$ cat src/rtl/gear_pkg.sv
package gear_pkg;
    localparam int REG_W      = 8;
    localparam int CODE_W     = 3;
    localparam int NUM_GEARS  = 5;
    localparam int CNT_W      = NUM_GEARS - 1;
    localparam logic [CODE_W-1:0] RESET_CODE = 3'd4;

    typedef logic [CODE_W-1:0] gear_code_t;
endpackage

$ cat src/rtl/gear_reg.sv
module gear_reg
    import gear_pkg::*;
#(
    parameter int REG_W      = gear_pkg::REG_W,
    parameter int CODE_W     = gear_pkg::CODE_W,
    parameter int NUM_GEARS  = gear_pkg::NUM_GEARS,
    parameter logic [CODE_W-1:0] RESET_CODE = gear_pkg::RESET_CODE
) (
    input  logic              clk,
    input  logic              rst,
    input  logic              wr_en,
    input  logic [REG_W-1:0]  wdata,
    input  logic              apply,
    output logic [CODE_W-1:0] pend_code,
    output logic              busy,
    output logic [REG_W-1:0]  rdata
);
    localparam logic [CODE_W-1:0] LAST_CODE = CODE_W'(NUM_GEARS - 1);

    typedef struct packed {
        logic [CODE_W-1:0] code;
        logic              busy;
    } reg_state_t;

    reg_state_t state_d, state_q;
    logic [CODE_W-1:0] wr_code;

    assign wr_code = wdata[CODE_W-1:0];

    always_comb begin
        state_d = state_q;
        if (apply) begin
            state_d.busy = 1'b0;
        end
        if (wr_en && (wr_code <= LAST_CODE)) begin
            state_d.code = wr_code;
            state_d.busy = 1'b1;
        end
    end

    always_ff @(posedge clk) begin
        if (rst) begin
            state_q.code <= RESET_CODE;
            state_q.busy <= 1'b0;
        end else begin
            state_q <= state_d;
        end
    end

    assign pend_code = state_q.code;
    assign busy      = state_q.busy;
    assign rdata     = {{(REG_W-CODE_W){1'b0}}, state_q.code};
endmodule

$ cat src/rtl/gear_div.sv
module gear_div
    import gear_pkg::*;
#(
    parameter int CODE_W = gear_pkg::CODE_W,
    parameter int CNT_W  = gear_pkg::CNT_W,
    parameter logic [CODE_W-1:0] RESET_CODE = gear_pkg::RESET_CODE
) (
    input  logic              clk,
    input  logic              rst,
    input  logic [CODE_W-1:0] pend_code,
    input  logic              pending,
    output logic              gear_en,
    output logic              sys_en,
    output logic              apply
);
    typedef struct packed {
        logic [CODE_W-1:0] gear;
        logic [CNT_W-1:0]  cnt;
        logic              phase;
    } div_state_t;

    div_state_t state_d, state_q;
    logic [CNT_W-1:0] limit;
    logic             wrap;

    // terminal count = 2^gear - 1: bit i set when gear exceeds i
    for (genvar i = 0; i < CNT_W; i++) begin : g_limit
        assign limit[i] = (state_q.gear > CODE_W'(i));
    end

    assign wrap    = (state_q.cnt == limit);
    assign gear_en = wrap;
    assign sys_en  = wrap & state_q.phase;
    assign apply   = wrap & pending;

    always_comb begin
        state_d = state_q;
        if (wrap) begin
            state_d.cnt   = '0;
            state_d.phase = ~state_q.phase;
            if (pending) begin
                state_d.gear = pend_code;
            end
        end else begin
            state_d.cnt = state_q.cnt + 1'b1;
        end
    end

    always_ff @(posedge clk) begin
        if (rst) begin
            state_q.gear  <= RESET_CODE;
            state_q.cnt   <= '0;
            state_q.phase <= 1'b0;
        end else begin
            state_q <= state_d;
        end
    end
endmodule

$ cat src/rtl/gear_clock_ctrl.sv
module gear_clock_ctrl
    import gear_pkg::*;
#(
    parameter int REG_W     = gear_pkg::REG_W,
    parameter int CODE_W    = gear_pkg::CODE_W,
    parameter int NUM_GEARS = gear_pkg::NUM_GEARS,
    parameter logic [CODE_W-1:0] RESET_CODE = gear_pkg::RESET_CODE
) (
    input  logic             clk,
    input  logic             rst,
    input  logic             wr_en,
    input  logic [REG_W-1:0] wdata,
    output logic [REG_W-1:0] rdata,
    output logic             busy,
    output logic             gear_en,
    output logic             sys_en
);
    localparam int CNT_W = NUM_GEARS - 1;

    logic [CODE_W-1:0] pend_code;
    logic              apply;

    gear_reg #(
        .REG_W(REG_W), .CODE_W(CODE_W), .NUM_GEARS(NUM_GEARS), .RESET_CODE(RESET_CODE)
    ) u_reg (
        .clk(clk), .rst(rst), .wr_en(wr_en), .wdata(wdata), .apply(apply),
        .pend_code(pend_code), .busy(busy), .rdata(rdata)
    );

    gear_div #(
        .CODE_W(CODE_W), .CNT_W(CNT_W), .RESET_CODE(RESET_CODE)
    ) u_div (
        .clk(clk), .rst(rst), .pend_code(pend_code), .pending(busy),
        .gear_en(gear_en), .sys_en(sys_en), .apply(apply)
    );
endmodule

$ cat config.mk
export PLATFORM = sky130hd
export DESIGN_NAME = gear_clock_ctrl
export DESIGN_NICKNAME = d
export VERILOG_FILES = /design/src/rtl/gear_pkg.sv /design/src/rtl/gear_reg.sv /design/src/rtl/gear_div.sv /design/src/rtl/gear_clock_ctrl.sv
export SDC_FILE = /design/constraint.sdc
export NUM_CORES = 1
export LEC_CHECK = 0
export BUFFER_PORTS_ARGS = -buffer_cell sky130_fd_sc_hd__clkbuf_2
export CAP_MARGIN = 40
export CELL_PAD_IN_SITES_DETAIL_PLACEMENT = 1
export CELL_PAD_IN_SITES_GLOBAL_PLACEMENT = 2
export CORE_MARGIN = 4
export CORE_UTILIZATION = 27
export DETAILED_ROUTE_END_ITERATION = 16
export PLACE_DENSITY_LB_ADDON = 0.1
export SKIP_LAST_GASP = 1
export SLEW_MARGIN = 15
export SYNTH_ARGS = -nofsm -noshare
export SYNTH_HDL_FRONTEND = slang
export SYNTH_SLANG_ARGS = --single-unit
$ cat constraint.sdc
create_clock -name clk -period 2.6 [get_ports clk]
set_input_delay 0.78 -clock clk [delete_from_list [all_inputs] [get_ports clk]]
set_output_delay 0.78 -clock clk [all_outputs]
set_load 0.1 [all_outputs]
### Word-level counts from Yosys, hierarchy flattened

Cells that the tools add are included.

| word-level totals | value |
|---|---|
| flip-flop bits (word level) | 12 |
| input bits | 11 |
| output and inout bits | 11 |
| word-level logic and storage cells | 21 |

| operators by class | value |
|---|---|
| add/sub/neg operators | 1 |
| order comparisons | 5 |
| equality and inequality tests | 1 |
| muxes and demuxes | 2 |
| bitwise operators | 3 |
| reduce and logical (&&, ||, !) cells | 4 |

Operators with widths:

| cell | number |
|---|---|
| $gt 3x1->1 const B | 2 |
| $gt 3x2->1 const B | 2 |
| $add 4x1->4 const B | 1 |
| $eq 4x4->1 | 1 |
| $le 3x3->1 const B | 1 |
| $and 1x1->1 | 2 |
| $mux 1 | 2 |
| $reduce_and 2->1 | 1 |
| $reduce_bool 2->1 | 1 |
| $reduce_or 2->1 | 1 |
| $logic_and 1x1->1 | 1 |
| $not 1->1 | 1 |

### Longest topological paths before layout

| logic depth | value |
|---|---|
| depth after elaboration | 5 |
| gate-level depth with buffers | 4 |
| depth with buffers taken out | 4 |

### Hierarchy

From an unflattened synthesis, not the netlist that was laid out.

| unflattened totals | value |
|---|---|
| cells, all modules | 67 |
| area, all modules | 660.6 µm² |

By module, submodules not included:

| module | times used | cells each | area each (µm²) | sequential area each (µm²) |
|---|---|---|---|---|
| gear_div | 1 | 40 | 425.4 | 160.2 |
| gear_reg | 1 | 27 | 235.2 | 80.1 |

### Worst setup path before layout

OpenSTA, ideal clock, no wires.

| timing | value |
|---|---|
| path kind | reg2out |
| start | reg u_div.state_q[6] (netlist bit) |
| end | out sys_en |
| data arrival time | 2.537 ns |
| required time | 1.820 ns |
| path slack | -0.717 ns |
| stages on the path, launching flop included | 5 |
| path buffers | 0 |
| cell sequence | dfxtp_1 or4_4 a2bb2oi_2 a21oi_4 and2_1 |

| between the ends | value |
|---|---|
| longest elaborated chain between the ends | 3 |
| elaborated cells between the ends (all ways) | 6 |
| those cells by class | 4 x order compare; 1 x eq/ne; 1 x bitwise |

Ends and longest elaborated chain:

| item | line | RTL |
|---|---|---|
| start: declaration | gear_div.sv:22 | `div_state_t state_d, state_q;` |
| start signal: assignment | gear_div.sv:55 | `state_q <= state_d;` |
| $gt 3x1->1 or $gt 3x2->1 (tied branches) | gear_div.sv:28 | `assign limit[i] = (state_q.gear > CODE_W'(i));` |
| $eq 4x4->1 (*) | gear_div.sv:31 | `assign wrap = (state_q.cnt == limit);` |
| via gear_en | gear_clock_ctrl.sv:15 | `output logic gear_en,` |
| $and 1x1->1 (*) | gear_div.sv:33 | `assign sys_en = wrap & state_q.phase;` |
| end: declaration | gear_clock_ctrl.sv:16 | `output logic sys_en` |

The timed path passes the listed nets; every way through them passes the cells marked *.

### Final worst setup path

| timing | value |
|---|---|
| start | reg u_div.state_q[6] (netlist bit) |
| end | out sys_en |

| between the ends | value |
|---|---|
| longest elaborated chain between the ends | 3 |
| elaborated cells between the ends (all ways) | 6 |
| those cells by class | 4 x order compare; 1 x eq/ne; 1 x bitwise |

Ends and longest elaborated chain:

| item | line |
|---|---|
| $gt 3x1->1 or $gt 3x2->1 (tied branches) | gear_div.sv:28 |
| $eq 4x4->1 (*) | gear_div.sv:31 |
| $and 1x1->1 (*) | gear_div.sv:33 |

Every way passes the cells marked *; elsewhere a longest branch is shown, timed or not.

==> results_dict.tcl <==
set metrics [dict create \
    status "finished, final reports clean" \
    fp.dieW_um 55.5 \
    clk_pin_slew_ns 0.07 \
    fin_tns_setup_ns 0 \
    setup_viol 0 \
    fmax_ghz 0.386 \
    async_flop_share_pct 0 \
    hold_violations 0 \
    rsz0062_at_grt "yes" \
    n_fill_cell 257 \
    crit_type "flip-flop to primary output" \
    synth.distinct_cells 29 \
    drive_gt1_share_pct 39.2 \
    fin_crit_ns 2.59 \
    clock_latency_ns 0.27 \
    setup.worst_path.start "u_div.state_q[6]" \
    rr_startpoint "u_div.state_q[6]" \
    max_cap_viol_count 0 \
    grt_max_degree 18 \
    cts-htree-levels 1 \
    cp-end-kind "primary output" \
    syn_area_per_cell_um2 10.2 \
    worst-path-max-fanout 3 \
    seq_area_frac_synth_pct 39.4 \
    areaGrowthSynthToFinish_pct 30.4 \
    nNetsFinal 93 \
    synth_cells 60 \
    gr-usage-all-layers_pct 10.2 \
    start_util_pct 29.8 \
    cts_tree "built" \
    holdWs_ns 0.489 \
    irDropWorstVdd_mv 0.274 \
    slew_headroom_pct 63.4 \
    drc 0 \
    clk_path_buf_depth 2 \
    slew_violations 0 \
    synth-xor-area-share_pct 5.75 \
    vias 469 \
    syn_area_um2 609 \
    final_antenna_net_count 0 \
    antenna_found_initial 0 \
    worst_pin_slew_ns 0.551 \
    vias_per_cell 4.42 \
    numCtsBuffers 3 \
    dp.final_hpwl_um 926 \
    ys_warn_count 0 \
    pin_count 22 \
    synth_common_cells "12 x dfxtp_1, 5 x buf_4, 5 x mux2i_1, 5 x nor2_1" \
    synth_top_family_by_area "simple AND/OR/NAND/NOR gates" \
    firstDrtPassIters 3 \
    fp.dieArea_um2 3080 \
    yosysMostFrequentCell "dfxtp_1" \
    min_from "u_reg.pend_code[0]" \
    synthSimpleGateAreaFrac_pct 22.4 \
    n_antenna_cell 0 \
    die_y_um 55.5 \
    worstPathRequired_ns 1.82 \
    fin_skew_ns 0.00187 \
    p_leak_nw 0.324 \
    grt_overflow 0 \
    yosysTopAreaCellShare_pct 39.4 \
    layout.cells.non_filler 106 \
    fin_ws_ns 0.0126 \
    port_buffers 11 \
    drt-initial-drc-count 2 \
    place_ws_ns 0.199 \
    grt_pass1_wl_um 2440 \
    finalWirelength_um 1310 \
    hp-class "flip-flop to flip-flop" \
    startpoint_type "flip-flop" \
    synth-compound-area-share_pct 11.7 \
    synthFlopType "dfxtp_1" \
    grt_pass1_vias 531 \
    root_buffer "clkbuf_4" \
    post-route-util_pct 38.9 \
    final.period_utilization_pct 99.5 \
    clock_sinks 12 \
    core-area_um2 2040 \
    dp.cells 97 \
    rows 16 \
    ys_ff_latch 12 \
    synthAdderAreaFrac_pct 2.05 \
    synth_area_leaders "dfxtp_1 39%, mux2i_1 8.2%, buf_4 6.2%" \
    gp_congestion 0.703 \
    p_per_area_nw_per_um2 522 \
    worstPathArrival_ns 1.81 \
    wire_per_inst_um 12.4 \
    synth_mux_area_share_pct 10.7 \
    synth_edf_count 0 \
    synth_top_area_cell "dfxtp_1" \
]
==> report_power, final <==
part	switching [mW]	internal (mW)
logic	0.0808	0.0195
clock network	0.0579	0.0536
registers	0.0100	0.193
==> worst max-delay path: stages (launching register included) <==
cell and delay, ns:
dfxtp_2 0.32, or4_4 0.54, a2bb2oi_4 0.17, a21oi_4 0.16, and2_4 0.17, buf_12 0.16
==> per-layer routing <==
metal / track usage (%) / vias to the layer above / wire length [um]
li1: - / 236 / -
met5: 0 / - / 0
met3: 4.90 / 3 / 60
met2: 16.6 / 10 / 636
met4: 2.08 / 0 / 9
met1: 12.2 / 220 / 609
==> placed cells by master, fill, tap and decap left out, drive strengths merged <==
cell type	synthesis	final
or4	1	1
and4bb	1	1
o22ai	1	1
inv	1	1
dfxtp	12	12
nor2b	1	1
and2	1	1
clkbuf	1	12
mux2	1	1
nand2b	4	4
o21ai	1	1
conb	1	5
nand3	1	1
and3	1	1
buf	5	9
a2bb2oi	1	1
or2b	1	1
nand2	1	1
a21oi	1	1
nand4	1	1
mux2i	5	5
xnor2	3	3
nor3	4	4
xor2	1	1
ha	1	1
nor3b	1	1
nor2	5	5
a211o	1	1
a211oi	1	1
==> logic make-up after synthesis <==
| logic type | Yosys count |
|---|---|
| flops | 12 |
| buf+inv | 7 |
| other cells | 1 |
| xor+xnor | 4 |
| mux | 6 |
| simple gates | 23 |
| fa+ha+maj | 1 |
| compound gates | 6 |
==> per-stage QoR <==
step | instance area [um2] | power (mW)
6_report | 795 | 0.414
2_1_floorplan | 627 | 0.296
3_3_place_gp | 712 | 0.304
3_5_place_dp | 712 | 0.305
5_1_grt | 795 | 0.438
4_1_cts | 795 | 0.421
==> path summary, 6_finish.rpt <==
check / slack [ns] / cells past startpoint / endpoint
hold / removal: 0.49 / 2 / u_div.state_q[5]
setup / recovery: 0.01 / 5 / sys_en
setup reg to reg: 0.76 / 5 / u_div.state_q[7]
hold reg to reg: 0.49 / 2 / u_div.state_q[5]
==> sequential cells by signal (all words and copies together), names as in the netlist <==
signal,flops
u_reg.busy,1
u_reg.pend_code,3
u_div.state_q,8
==> repair_timing <==
item,CTS,global route
gates resized for setup,4,0
hold endpoints to repair,0,0
hold buffers,0,0
buffers inserted,6,0
setup endpoints to repair,1,2
cloned,0,0
pin swaps,2,2
==> layout make-up <==
cell class	count	area [um2]	area share [%]
multi-input cells	45	353	44.4
repair buffers	18	138	17.3
inverters	1	3.75	0.472
flip-flops and latches	12	244	30.7
clock buffers	3	22.5	2.83
well taps	27	33.8	4.25
Note: power is estimated with default switching activity, not from simulation.
